`src/rtl/scfg_pkg.sv`:
```
// Shared types for the serial configuration port.
// Assumes the word layout below; packed order equals the shift order (first bit = MSB).
package scfg_pkg;
    typedef struct packed {
        logic       power_down;
        logic       cal_req;
        logic       use_offset;
        logic       chan_sel;
        logic       rsvd;
        logic [2:0] dec_rate;
    } ctrl_word_t;

    localparam int WORD_W   = $bits(ctrl_word_t);
    localparam int CNT_W    = $clog2(WORD_W) + 2;
    localparam int RSVD_BIT = 3;
endpackage

```
`src/rtl/scfg_sync.sv`:
```
// Multi-bit level synchronizer: STAGES flops per bit, reset to RST_VAL.
// Assumes each bit is an independent slow level; no bus coherence is implied.
module scfg_sync #(
    parameter int             W       = 4,
    parameter int             STAGES  = 2,
    parameter logic [W-1:0]   RST_VAL = '0
) (
    input  logic         clk,
    input  logic         rst_n,
    input  logic [W-1:0] d,
    output logic [W-1:0] q
);
    logic [W-1:0] stg [STAGES];

    // Shift the asynchronous inputs through the flop chain.
    always_ff @(posedge clk) begin
        if (!rst_n) begin
            for (int i = 0; i < STAGES; i++) stg[i] <= RST_VAL;
        end else begin
            stg[0] <= d;
            for (int i = 1; i < STAGES; i++) stg[i] <= stg[i-1];
        end
    end

    assign q = stg[STAGES-1];
endmodule

```
`src/rtl/scfg_frame_ctl.sv`:
```
// Frame control: detects serial-clock rising edges and select release.
// Commit is issued at select release only when the frame contained a write phase.
// Assumes synchronized inputs.
module scfg_frame_ctl (
    input  logic clk,
    input  logic rst_n,
    input  logic s_sel_n,
    input  logic s_rd,
    input  logic s_clk,
    output logic shift_en,
    output logic frame_idle,
    output logic commit
);
    logic p_sel_n;
    logic p_clk;
    logic wr_seen;
    logic wr_phase;

    assign wr_phase   = !s_sel_n && !s_rd;
    assign frame_idle = s_sel_n;
    assign shift_en   = wr_phase && s_clk && !p_clk;
    assign commit     = s_sel_n && !p_sel_n && wr_seen;

    // Keep previous samples for edge detection.
    always_ff @(posedge clk) begin
        if (!rst_n) begin
            p_sel_n <= 1'b1;
            p_clk   <= 1'b0;
        end else begin
            p_sel_n <= s_sel_n;
            p_clk   <= s_clk;
        end
    end

    // Remember whether the open frame had any write phase.
    always_ff @(posedge clk) begin
        if (!rst_n)         wr_seen <= 1'b0;
        else if (s_sel_n)   wr_seen <= 1'b0;
        else if (wr_phase)  wr_seen <= 1'b1;
    end
endmodule

```
`src/rtl/scfg_shifter.sv`:
```
// Shadow shift register and saturating bit counter.
// Both clear while the port is idle, so stray clocks never carry into a frame.
module scfg_shifter
    import scfg_pkg::*;
(
    input  logic              clk,
    input  logic              rst_n,
    input  logic              frame_idle,
    input  logic              shift_en,
    input  logic              din,
    output logic [WORD_W-1:0] shadow,
    output logic [CNT_W-1:0]  bit_cnt
);
    localparam logic [CNT_W-1:0] CNT_MAX = '1;

    // Shift new bits in at bit 0, so the first bit ends at the MSB.
    always_ff @(posedge clk) begin
        if (!rst_n || frame_idle) shadow <= '0;
        else if (shift_en)        shadow <= {shadow[WORD_W-2:0], din};
    end

    // Count received bits, saturating so overlong frames stay detectable.
    always_ff @(posedge clk) begin
        if (!rst_n || frame_idle)            bit_cnt <= '0;
        else if (shift_en && bit_cnt != CNT_MAX) bit_cnt <= bit_cnt + 1'b1;
    end
endmodule

```
`src/rtl/scfg_store.sv`:
```
// Active configuration register and write error flag.
// Loads the shadow unconditionally on commit; the flag records a bad count or reserved bit.
module scfg_store
    import scfg_pkg::*;
(
    input  logic              clk,
    input  logic              rst_n,
    input  logic              commit,
    input  logic [WORD_W-1:0] shadow,
    input  logic [CNT_W-1:0]  bit_cnt,
    output ctrl_word_t        active,
    output logic              wr_err
);
    localparam logic [CNT_W-1:0] FULL = CNT_W'(WORD_W);

    // Copy the shadow into the register at the end of a write frame.
    always_ff @(posedge clk) begin
        if (!rst_n)      active <= '0;
        else if (commit) active <= ctrl_word_t'(shadow);
    end

    // Flag writes with a wrong length or a set reserved bit.
    always_ff @(posedge clk) begin
        if (!rst_n)      wr_err <= 1'b0;
        else if (commit) wr_err <= (bit_cnt != FULL) || shadow[RSVD_BIT];
    end
endmodule

```
`src/rtl/scfg_out_mux.sv`:
```
// Control-output source select: pins in hardware mode, register otherwise.
// The reserved field is forced to zero on the output side.
module scfg_out_mux
    import scfg_pkg::*;
(
    input  logic       mode_hw,
    input  ctrl_word_t reg_word,
    input  ctrl_word_t pin_word,
    output ctrl_word_t out_word
);
    // Pick the control source and mask the reserved field.
    always_comb begin
        out_word      = mode_hw ? pin_word : reg_word;
        out_word.rsvd = 1'b0;
    end
endmodule

```
`src/rtl/scfg_port.sv`:
```
// Top level of the serial configuration port.
// Assumes the serial lines are slow relative to clk (several clk per serial level).
module scfg_port
    import scfg_pkg::*;
#(
    parameter int SYNC_STAGES = 2
) (
    input  logic       clk,
    input  logic       rst_n,
    input  logic       ser_sel_n,
    input  logic       rd_wr,
    input  logic       ser_clk,
    input  logic       ser_din,
    input  logic       mode_hw,
    input  logic       pin_power_down,
    input  logic       pin_cal_req,
    input  logic       pin_use_offset,
    input  logic       pin_chan_sel,
    input  logic [2:0] pin_dec_rate,
    output logic       power_down,
    output logic       cal_req,
    output logic       use_offset,
    output logic       chan_sel,
    output logic [2:0] dec_rate,
    output logic       wr_err
);
    logic [3:0]        s_bus;
    logic              shift_en;
    logic              frame_idle;
    logic              commit;
    logic [WORD_W-1:0] shadow;
    logic [CNT_W-1:0]  bit_cnt;
    ctrl_word_t        active;
    ctrl_word_t        pin_word;
    ctrl_word_t        out_word;

    scfg_sync #(
        .W       (4),
        .STAGES  (SYNC_STAGES),
        .RST_VAL (4'b1100)
    ) u_sync (
        .clk   (clk),
        .rst_n (rst_n),
        .d     ({ser_sel_n, rd_wr, ser_clk, ser_din}),
        .q     (s_bus)
    );

    scfg_frame_ctl u_ctl (
        .clk        (clk),
        .rst_n      (rst_n),
        .s_sel_n    (s_bus[3]),
        .s_rd       (s_bus[2]),
        .s_clk      (s_bus[1]),
        .shift_en   (shift_en),
        .frame_idle (frame_idle),
        .commit     (commit)
    );

    scfg_shifter u_shift (
        .clk        (clk),
        .rst_n      (rst_n),
        .frame_idle (frame_idle),
        .shift_en   (shift_en),
        .din        (s_bus[0]),
        .shadow     (shadow),
        .bit_cnt    (bit_cnt)
    );

    scfg_store u_store (
        .clk     (clk),
        .rst_n   (rst_n),
        .commit  (commit),
        .shadow  (shadow),
        .bit_cnt (bit_cnt),
        .active  (active),
        .wr_err  (wr_err)
    );

    assign pin_word = '{power_down: pin_power_down, cal_req: pin_cal_req,
                        use_offset: pin_use_offset, chan_sel: pin_chan_sel,
                        rsvd: 1'b0, dec_rate: pin_dec_rate};

    scfg_out_mux u_mux (
        .mode_hw  (mode_hw),
        .reg_word (active),
        .pin_word (pin_word),
        .out_word (out_word)
    );

    assign power_down = out_word.power_down;
    assign cal_req    = out_word.cal_req;
    assign use_offset = out_word.use_offset;
    assign chan_sel   = out_word.chan_sel;
    assign dec_rate   = out_word.dec_rate;
endmodule

```
`config.mk`:
```
export PLATFORM = sky130hd
export DESIGN_NAME = scfg_port
export DESIGN_NICKNAME = d
export VERILOG_FILES = /design/src/rtl/scfg_pkg.sv /design/src/rtl/scfg_sync.sv /design/src/rtl/scfg_frame_ctl.sv /design/src/rtl/scfg_shifter.sv /design/src/rtl/scfg_store.sv /design/src/rtl/scfg_out_mux.sv /design/src/rtl/scfg_port.sv
export SDC_FILE = /design/constraint.sdc
export NUM_CORES = 1
export LEC_CHECK = 0
export ABC_AREA = 1
export BUFFER_PORTS_ARGS = -buffer_cell sky130_fd_sc_hd__buf_2
export CORE_AREA = 2 2 71 56
export CTS_CLUSTER_SIZE = 14
export DETAILED_ROUTE_END_ITERATION = 12
export DIE_AREA = 0 0 73 58
export GPL_TIMING_DRIVEN = 1
export MAX_ROUTING_LAYER = met4
export PLACE_DENSITY = 0.66
export SYNTH_ARGS = -nofsm -noshare
export SYNTH_HDL_FRONTEND = slang
export SYNTH_HIERARCHICAL = 1
export SYNTH_SLANG_ARGS = --single-unit
```
`constraint.sdc`:
```
create_clock -name clk -period 3 [get_ports clk]
set_input_delay 0.6 -clock clk [delete_from_list [all_inputs] [get_ports clk]]
set_output_delay 0.6 -clock clk [all_outputs]
set_load 0.005 [all_outputs]
```
# Yosys cells after proc, flatten, opt, wreduce, memory -nomap -nowiden
# Memories as Yosys holds them, arrays and structs flattened.
# Cells that the tools add are included.
# Widths: inputs -> output; s select.
# totals
out_inout_bits	8
reg_bits	25
mem_bits_rw	8
input_bits	14
memories	1
wordCells	38
# classes
n_reduce_logical	14
mux	5
n_eq_ne	2
bitwise_logic	3
addsub	1
# memory_table
name	depth	width	read_ports	rd_clocked_by_memory_dff	wr	line_no	text
u_sync.stg	2	4	2	0	2	scfg_sync.sv:13	logic [W-1:0] stg [STAGES];
# op_table
operator	n
$mux 4	2
$mux 8	1
$logic_and 1x1->1	6
$add 5x1->5 const B	1
$logic_not 1->1	5
$ne 5x4->1 const B	1
$ne 5x5->1 const B	1
$logic_or 1x1->1	2
$mux 1	2
$or 1x1->1	2
$reduce_or 2->1	1
$not 1->1	1

# Depth between registers and ports, before layout
# Gate-level depths: netlist of run 1.
# An unclocked memory read counts as a cell.
# depth
depth_word	6
depth_mapped	10

# Modules after synthesis
# The synthesis of run 1 kept the hierarchy.
# by_module_without_submodules
module	cells_each	n_inst	seq_area_each_um2	area_each_um2
scfg_shifter	69	1	260.2	568.0
scfg_store	43	1	180.2	327.8
scfg_sync	29	1	160.2	255.2
scfg_frame_ctl	17	1	60.1	121.4
scfg_out_mux	25	1	0.0	105.1
scfg_port	1	1	0.0	3.8

# Worst setup path before layout of run 1
# Ideal clock, no wire load.
# synth_path
path_kind	input to output
from	input port mode_hw
to	output port cal_req
arrival_ps	901
path_slack_ps	1499
t_required_ps	2400
cell_stages	4
path_cell_list	buf_6 inv_2 nand2_1 nand2_1
# synth_between
elab_chain_len	1
# synth_rtl
item	line_no	text
from (decl)	scfg_port.sv:14	input logic mode_hw,
$mux 8	scfg_out_mux.sv:13	out_word = mode_hw ? pin_word : reg_word;
to (decl)	scfg_port.sv:21	output logic cal_req,
# Every way passes these cells.

# Worst setup path after layout of run 1
# layout_path
from	input port mode_hw
to	output port chan_sel
# layout_between
elab_chain_len	1
# layout_rtl
item	line_no	text
$mux 8	scfg_out_mux.sv:13	
to (decl)	scfg_port.sv:23	output logic chan_sel,
# Every way passes these cells.

==> results of run 1 <==
==> flip-flops by register name (all words and copies together) (netlist names) <==
register         count
u_shift/shadow       8
u_sync/stg           8
u_store/active       7
u_shift/bit_cnt      5
u_ctl/p_clk          1
u_ctl/p_sel_n        1
u_ctl/wr_seen        1
u_store/wr_err       1
==> metrics by stage <==
stage	hold WS, ns	total power, mW
5_1_grt	0.419	0.906
3_5_place_dp	0.392	0.477
2_1_floorplan	0.380	0.464
4_1_cts	0.412	0.880
6_report	0.408	0.867
3_3_place_gp	0.383	0.476
==> critical path, delay by kind of cell <==
family / cells / cell delay [ns]
buffers and inverters: 3 / 0.36
and+or+nand+nor: 2 / 0.13
==> final timing paths <==
path,slack [ns],to,from,cells past startpoint
max,1.31,chan_sel,mode_hw,5
min,0.41,u_sync/stg[0][6],u_sync/stg[0][2],2
max reg2reg,1.53,u_store/active[5],u_sync/stg[0][7],5
min reg2reg,0.41,u_sync/stg[0][6],u_sync/stg[0][2],2
==> final cells by class <==
| cell class | count | area (um^2) | share of cell area (%) |
|---|---|---|---|
| inverter | 21 | 86.3 | 5.63 |
| tap | 42 | 52.6 | 3.43 |
| multi-input combinational | 115 | 531 | 34.6 |
| clock buffer | 5 | 68.8 | 4.49 |
| clock inverter | 3 | 42.5 | 2.77 |
| timing repair buffer | 22 | 113 | 7.34 |
| sequential | 32 | 641 | 41.8 |
==> metal layers <==
layer / share of wire (%) / up-vias / routed length, um
met5: 0 / - / 0
met1: 52 / 427 / 1140
met3: 6.5 / 0 / 144
met4: 0 / 0 / 0
met2: 42 / 28 / 916
li1: - / 574 / -
==> power by group through the flow <==
stage          Sequential [mW]  Clock [mW]  Combinational (mW)
3_5_place_dp             0.442           0              0.0343
6_report                 0.433       0.400              0.0338
4_1_cts                  0.433       0.413              0.0342
2_1_floorplan            0.441           0              0.0229
5_1_grt                  0.433       0.434              0.0385
3_3_place_gp             0.442           0              0.0335
==> run metrics, run 1 <==
Worst-path clk slew=around 0.070 ns; synthesized net count=about 190; status=complete, no violations; Horiz. Die Dim=about 73 um; nets=roughly 210; endpoint class of the critical path=primary output; critical path launch point type=input port; final sum of negative setup slack=0 ns; count of nets left with antenna violations after detail routing=0; Psw=0.176 mW; Resized Gates After CTS=0; Global Route met1 Usage=16.4%; global-route congestion overflow total=0; P&R area growth vs syn=15.0%; number of instances in the synthesized netlist=~180; total instance count after detailed placement=232; IO Pins=22; H-tree level count=2; combinational power share=3.9%; Hold/Removal Path Class=reg2reg; worst setup slack before clock tree synthesis=1.31 ns; antenna violations before repair=0; routed length per instance=9.16 um; routed via count=1029; largest net degree at the start of global routing=20; reported leakage power=approximately 0.72 nW; fin area=0.00153 mm^2; maximum root-to-sink buffer count=2; clk root buf=sky130_fd_sc_hd__clkbuf_8; clock period minus worst slack=1.69 ns; 1st-pass router iterations=4; Antenna diodes=0; die outline area=~0.0042 mm^2; cell at the slowest stage of the critical path=sky130_fd_sc_hd__buf_2; worst-path cell chain=buf_2 -> inv_2 -> nand2_1 -> nand2_1 -> buf_2; TritonCTS clock tree=done; Post-Route WL=between 2000 and 2500 um; worst setup path category=in2out; total internal power=slightly below 0.7 mW; met3 capacity usage during global routing=a little under 5%; max-slew headroom at the worst pin=62.8%; transition time of the tightest slew-check pin=between 0.5 and 0.6 ns; number of sinks on the clock net=32; final weighted congestion of routability-driven global placement=0.784; Arrival @ worst endpoint=roughly 1.1 ns; first-pass GRT wire length=roughly 3800 um; non-filler instance count after layout=240; max-cap violation count=0; die height=58 um; Max Freq=590 MHz; Final Max Slew Viols=0; Max Fanout on Critical Path=8; Synth Warn #=6; number of violations reported at the end of detailed-routing iteration 0=52; most frequent standard cell in the layout excluding fill and tap cells=sky130_fd_sc_hd__nand2_1; highest-count cells in the layout ignoring fill and taps=sky130_fd_sc_hd__nand2_1, sky130_fd_sc_hd__dfxtp_1, sky130_fd_sc_hd__nor2_1; post-route fraction of the period consumed by the critical path=between 50% and 60%; number of I/O port buffers=21; worst clock skew=between 0.004 and 0.005 ns; FP Rows=19; power share of the sequential group=49.9%; worst-skew pair later-pin latency=between 0.2 and 0.3 ns; required time of the critical path=roughly 2.4 ns; hold violation count in the final report=0; cell area after synthesis=0.00133 mm^2; Hold Buf Count CTS=0; total routing usage reported by global routing=11.8%; clock network fraction of total power=around 46%; dpl cell area=0.00142 mm^2; DPL Wire Length=1590 um; average cell area after synthesis=approximately 7.5 um^2; DRC viols=0; setup bufs post-CTS=0; crit path setup slack, layout=~1.3 ns; setup violators final=0; Placeable Area=around 0.0035 mm^2; fillers=between 300 and 400; largest incremental delay on the critical path=roughly 0.14 ns; net switching share of the total power=roughly a fifth; met2 usage=15.8%; Starting Density=approximately 38%; Peak VDD IR=0.345 mV; unrepaired setup endpoints after global routing=false; number of vias per cell after detailed routing=around 4.3; vias in the first global route=878; post-layout util=around 43%; cts bufs inserted=5; busiest layer in global routing=met1; Power Density=565 mW/mm^2; fraction of final layout cells with drive strength greater than 1=a little over a fifth
(Power assumes the default switching activity.)
==> run 2: changes to the inputs <==
- clock period: 3 -> 1.76 ns (I/O delays scaled with it)
==> run 2 against run 1 <==
Net effect: die area unchanged; clock skew hardly changed; worst hold slack got worse by 0.17 ns; largest cell class unchanged; highest routed layer is now met4.
==> run metrics, run 2 (synthesis gave the netlist of run 1 again) <==
1st-pass router iterations=4; clock period minus worst slack=1.41 ns; worst setup path category=reg2reg; Horiz. Die Dim=~73 um; final weighted congestion of routability-driven global placement=0.792; Worst-path clk slew=around 0.070 ns; reported leakage power=roughly 0.73 nW; max-slew headroom at the worst pin=about 85%; worst-skew pair later-pin latency=roughly 0.28 ns; post-route fraction of the period consumed by the critical path=80.0%; Hold/Removal Path Class=in2reg; endpoint class of the critical path=flip-flop; first-pass GRT wire length=3860 um; setup bufs post-CTS=0; die outline area=0.00423 mm^2; setup violators final=0; hold violation count in the final report=0; Max Freq=around 700 MHz; routed via count=roughly 1100; unrepaired setup endpoints after global routing=false; transition time of the tightest slew-check pin=~0.23 ns; Placeable Area=roughly 0.0035 mm^2; worst clock skew=around 0.005 ns; required time of the critical path=1.93 ns; global-route congestion overflow total=0; die height=58 um; Peak VDD IR=approximately 0.52 mV; post-layout util=43.7%; total routing usage reported by global routing=between 10% and 20%; Antenna diodes=0; number of vias per cell after detailed routing=4.37; dpl cell area=~0.0014 mm^2; critical path launch point type=flip-flop; Hold Buf Count CTS=0; TritonCTS clock tree=done; final sum of negative setup slack=0 ns; Starting Density=37.7%; number of sinks on the clock net=32; largest net degree at the start of global routing=16; clk root buf=sky130_fd_sc_hd__clkbuf_8; Post-Route WL=approximately 2200 um; IO Pins=22; total instance count after detailed placement=about 230; DPL Wire Length=approximately 1600 um; number of I/O port buffers=21; status=complete, no violations; number of violations reported at the end of detailed-routing iteration 0=between 50 and 60; DRC viols=0; maximum root-to-sink buffer count=2; largest registers in the final layout=u_shift/shadow (8), u_sync/stg (8), u_store/active (7); non-filler instance count after layout=~240; Final Max Slew Viols=0; fraction of final layout cells with drive strength greater than 1=around 23%; vias in the first global route=roughly 950; antenna violations before repair=0; routed length per instance=~9.2 um; Max Fanout on Critical Path=5; Power Density=961 mW/mm^2; highest-count cells in the layout ignoring fill and taps=sky130_fd_sc_hd__nand2_1, sky130_fd_sc_hd__dfxtp_1, sky130_fd_sc_hd__nor2_1; fin area=0.00155 mm^2; total power=1.49 mW; Resized Gates After CTS=0; most frequent standard cell in the layout excluding fill and tap cells=sky130_fd_sc_hd__nand2_1; count of nets left with antenna violations after detail routing=0; nets=roughly 220; H-tree level count=2; FP Rows=19; max-cap violation count=0; cts bufs inserted=5; P&R area growth vs syn=16.1%; Arrival @ worst endpoint=between 1.5 and 2 ns
## run 2: area by class of cell
cell class | count | area [um^2]
Multi-Input combinational cell | 115 | 531
Inverter | 21 | 86.3
Clock inverter | 3 | 42.5
Tap cell | 42 | 52.6
Clock buffer | 5 | 68.8
Timing Repair Buffer | 24 | 128
Fill cell | 345 | 1990
Sequential cell | 32 | 641
## run 2: report_power, final
part | switching (mW) | leakage, nW | internal (mW)
Combinational | 0.0319 | 0.415 | 0.0270
Sequential | 0.00344 | 0.260 | 0.734
Clock | 0.274 | 0.0541 | 0.418
## run 2: final timing paths
path | slack (ns) | cells past startpoint | start | end
min | 0.23 | 3 | ser_sel_n | u_sync/stg[0][3]
max reg2reg | 0.35 | 8 | u_shift/bit_cnt[0] | u_shift/bit_cnt[1]
max | 0.35 | 8 | u_shift/bit_cnt[0] | u_shift/bit_cnt[1]
min reg2reg | 0.41 | 2 | u_sync/stg[0][2] | u_sync/stg[0][6]
## run 2: layer usage
metal  vias up  global-route usage [%]  part of all wire, %
li1        575                       -                    -
met4         0                    6.35                  1.3
met1       459                    14.8                   51
met3         5                    4.87                  4.2
met2        18                    18.5                   43
met5         -                       -                    0
## run 2: metrics by stage
stage	worst slack, ns	hold WS, ns
after detailed placement	0.349	0.393
after global placement	0.387	0.384
after floorplan	0.440	0.380
final	0.351	0.233
after CTS	0.338	0.226
after global routing	0.225	0.230
## run 2: worst max-delay path, cell delays in order, from the launching register on
cell                      delay (ns)
sky130_fd_sc_hd__dfxtp_1        0.32
sky130_fd_sc_hd__ha_1           0.21
sky130_fd_sc_hd__inv_1          0.08
sky130_fd_sc_hd__nor2_1         0.05
sky130_fd_sc_hd__ha_1           0.25
sky130_fd_sc_hd__inv_2          0.09
sky130_fd_sc_hd__nand2_4        0.06
sky130_fd_sc_hd__o21ai_0        0.17
sky130_fd_sc_hd__nor2_1         0.05
==> run 3: changes to the inputs <==
- ABC_AREA: 1 -> 0
- PLACE_DENSITY: 0.66 -> 0.65
- clock period: 1.76 -> 1.5 ns (I/O delays scaled with it)
==> run 3 against run 2 <==
Net effect: the flow now finishes with violations (setup timing); non-clock buffer count rose by 4; via count fell by 20%; combinational power is 26% higher; design area is 0.97% higher; total power up 2.8%; sequential power up 18%; critical path depth is 2 lower; clock power shrank 15%; synthesized cell count is 33% lower; first-iteration DRC count fell by 21%; clock skew rose by 0.0024 ns; critical path type unchanged.
==> run metrics, run 3 <==
Horiz. Die Dim=around 73 um; Peak VDD IR=~0.71 mV; largest net degree at the start of global routing=19; TritonCTS clock tree=done; required time of the critical path=1.70 ns; start point of the critical path=u_shift/bit_cnt[1]; Starting Density=~37%; antenna violations before repair=0; largest registers in the final layout=u_shift/shadow (8), u_sync/stg (8), u_store/active (7); power share of the sequential group=a little under three fifths; fillers=between 300 and 400; Post-Route WL=2190 um; Hold/Removal Path Class=in2reg; vias in the first global route=about 800; average cell area after synthesis=between 10 and 15 um^2; total routing usage reported by global routing=between 10 and 15%; FP Rows=19; highest-count cells in the layout ignoring fill and taps=sky130_fd_sc_hd__dfxtp_1, sky130_fd_sc_hd__buf_2, sky130_fd_sc_hd__mux2i_1; DRC viols=0; RR Startpoint=u_shift/bit_cnt[1]; setup violators final=1; combinational power share=between 4 and 5%; cell at the slowest stage of the critical path=sky130_fd_sc_hd__dfxtp_2; cell area after synthesis=0.00131 mm^2; maximum root-to-sink buffer count=2; Worst-path clk slew=about 0.06 ns; final sum of negative setup slack=-0.00951 ns; Power Density=978 mW/mm^2; largest delay contributor family on the critical path=simple AND/OR/NAND/NOR gates; reported leakage power=around 0.59 nW; worst setup path category=reg2reg; Top cell by count, worst path=sky130_fd_sc_hd__ha_4; Antenna diodes=0; worst-path cell chain=ha_4 -> and3_4 -> ha_4 -> nand2b_4 -> or3_4 -> a21oi_2; final weighted congestion of routability-driven global placement=0.709; P&R area growth vs syn=19.4%; clk root buf=sky130_fd_sc_hd__clkbuf_8; fraction of final layout cells with drive strength greater than 1=36.1%; count of nets left with antenna violations after detail routing=0; 1st-pass router iterations=4; nets=160; net switching share of the total power=around a fifth; status=complete, but fails checks; number of instances in the synthesized netlist=approximately 120; failing checks=setup timing; routed length per instance=roughly 12 um; DPL Wire Length=between 1500 and 2000 um; unrepaired setup endpoints after global routing=true; H-tree level count=2; synthesized net count=between 100 and 150; worst-skew pair later-pin latency=~0.27 ns; Hold Buf Count CTS=0; critical path launch point type=flip-flop; Arrival @ worst endpoint=roughly 1.7 ns; Placeable Area=approximately 0.0035 mm^2; max-slew headroom at the worst pin=between 60% and 70%; total power=approximately 1.5 mW; cts bufs inserted=5; number of vias per cell after detailed routing=4.55; die outline area=between 0.004 and 0.005 mm^2; max-cap violation count=0; buffering stage count on the worst path with inverters included=0; setup bufs post-CTS=0; first-pass GRT wire length=~3500 um; hold violation count in the final report=0; most frequent standard cell in the layout excluding fill and tap cells=sky130_fd_sc_hd__dfxtp_1; Final Max Slew Viols=0; Psw=0.308 mW; clock network fraction of total power=roughly two fifths; number of I/O port buffers=21; Max Freq=roughly 660 MHz; clock period minus worst slack=1.51 ns; sequential standard cell area=roughly 640 um^2; IO Pins=22; transition time of the tightest slew-check pin=roughly 0.56 ns; die height=58 um; Synth Warn #=6; total area of multi-input combinational cells=around 630 um^2; Max Fanout on Critical Path=3; routed via count=about 850; start point of the worst hold path=rd_wr; post-route fraction of the period consumed by the critical path=101%; number of sinks on the clock net=32; crit path setup slack, layout=-0.00951 ns; number of violations reported at the end of detailed-routing iteration 0=44; worst clock skew=approximately 0.0072 ns; largest incremental delay on the critical path=about 0.33 ns; total internal power=between 1 and 1.5 mW; Hold WS=between 0.2 and 0.25 ns; global-route congestion overflow total=0; endpoint class of the critical path=flip-flop
run 3: cell types whose count changed in the layout (fill, tap and decap cells not counted), sizes merged, moves of 6 or more:
cell | previous run | this run
a21oi | 10 | 4
inv | 21 | 2
mux2 | 0 | 7
mux2i | 0 | 15
nand2 | 56 | 5
nand2b | 0 | 7
nor2 | 32 | 11
nor2b | 0 | 7
o21ai | 11 | 2
run 3: what timing repair did:
item / in CTS / in global routing
setup endpoints to repair: 1 / 1
pin swaps: 1 / 3
resized for setup: 2 / 5
run 3: per-layer routing:
layer  track usage (%)  vias to the layer above  share of wire, %
met4              3.97                        0              0.37
met3              4.70                        2               5.6
met2              18.1                       22                46
li1                  -                      438                 -
met1              13.4                      385                48
met5                 -                        -                 0
run 3: final cells by class:
class / count / share of cell area, %
clock inverter: 1 / 0.320
inverter: 2 / 0.480
timing repair buffer: 28 / 10.1
tap: 42 / 3.36
clock buffer: 6 / 4.64
sequential: 32 / 41.1
multi-input combinational: 75 / 40.0
run 3: path summary, 6_finish.rpt:
path	end	slack (ns)	depth (start not counted)
setup / recovery	u_shift/bit_cnt[3]	-0.01	6
setup reg to reg	u_shift/bit_cnt[3]	-0.01	6
hold / removal	u_sync/stg[0][2]	0.21	2
hold reg to reg	u_sync/stg[0][7]	0.41	1
run 3: through the flow:
stage | cell area [um^2] | cells | util (%) | setup slack, ns
floorplan | 1320 | 118 | - | 0.00242
global placement | 1450 | 179 | 41.0 | 0.0172
detailed placement | 1450 | 179 | 41.0 | -0.0243
CTS | 1540 | 186 | 43.6 | 0.00364
global route | 1560 | 186 | 44.2 | -0.0504
finish | 1560 | 186 | 44.2 | -0.00951
run 3: power groups by stage:
stage / combinational, mW / clock, mW / sequential [mW]
after floorplan: 0.0494 / 0 / 0.882
after global placement: 0.0732 / 0 / 0.884
after detailed placement: 0.0754 / 0 / 0.884
after CTS: 0.0755 / 0.616 / 0.866
after global routing: 0.0812 / 0.659 / 0.866
final: 0.0743 / 0.590 / 0.866
run 3: worst reg2reg max path, cell delays in order, from the launching register on:
cell	delay, ns
sky130_fd_sc_hd__dfxtp_2	0.33
sky130_fd_sc_hd__ha_4	0.16
sky130_fd_sc_hd__and3_4	0.18
sky130_fd_sc_hd__ha_4	0.16
sky130_fd_sc_hd__nand2b_4	0.13
sky130_fd_sc_hd__or3_4	0.33
sky130_fd_sc_hd__a21oi_2	0.15
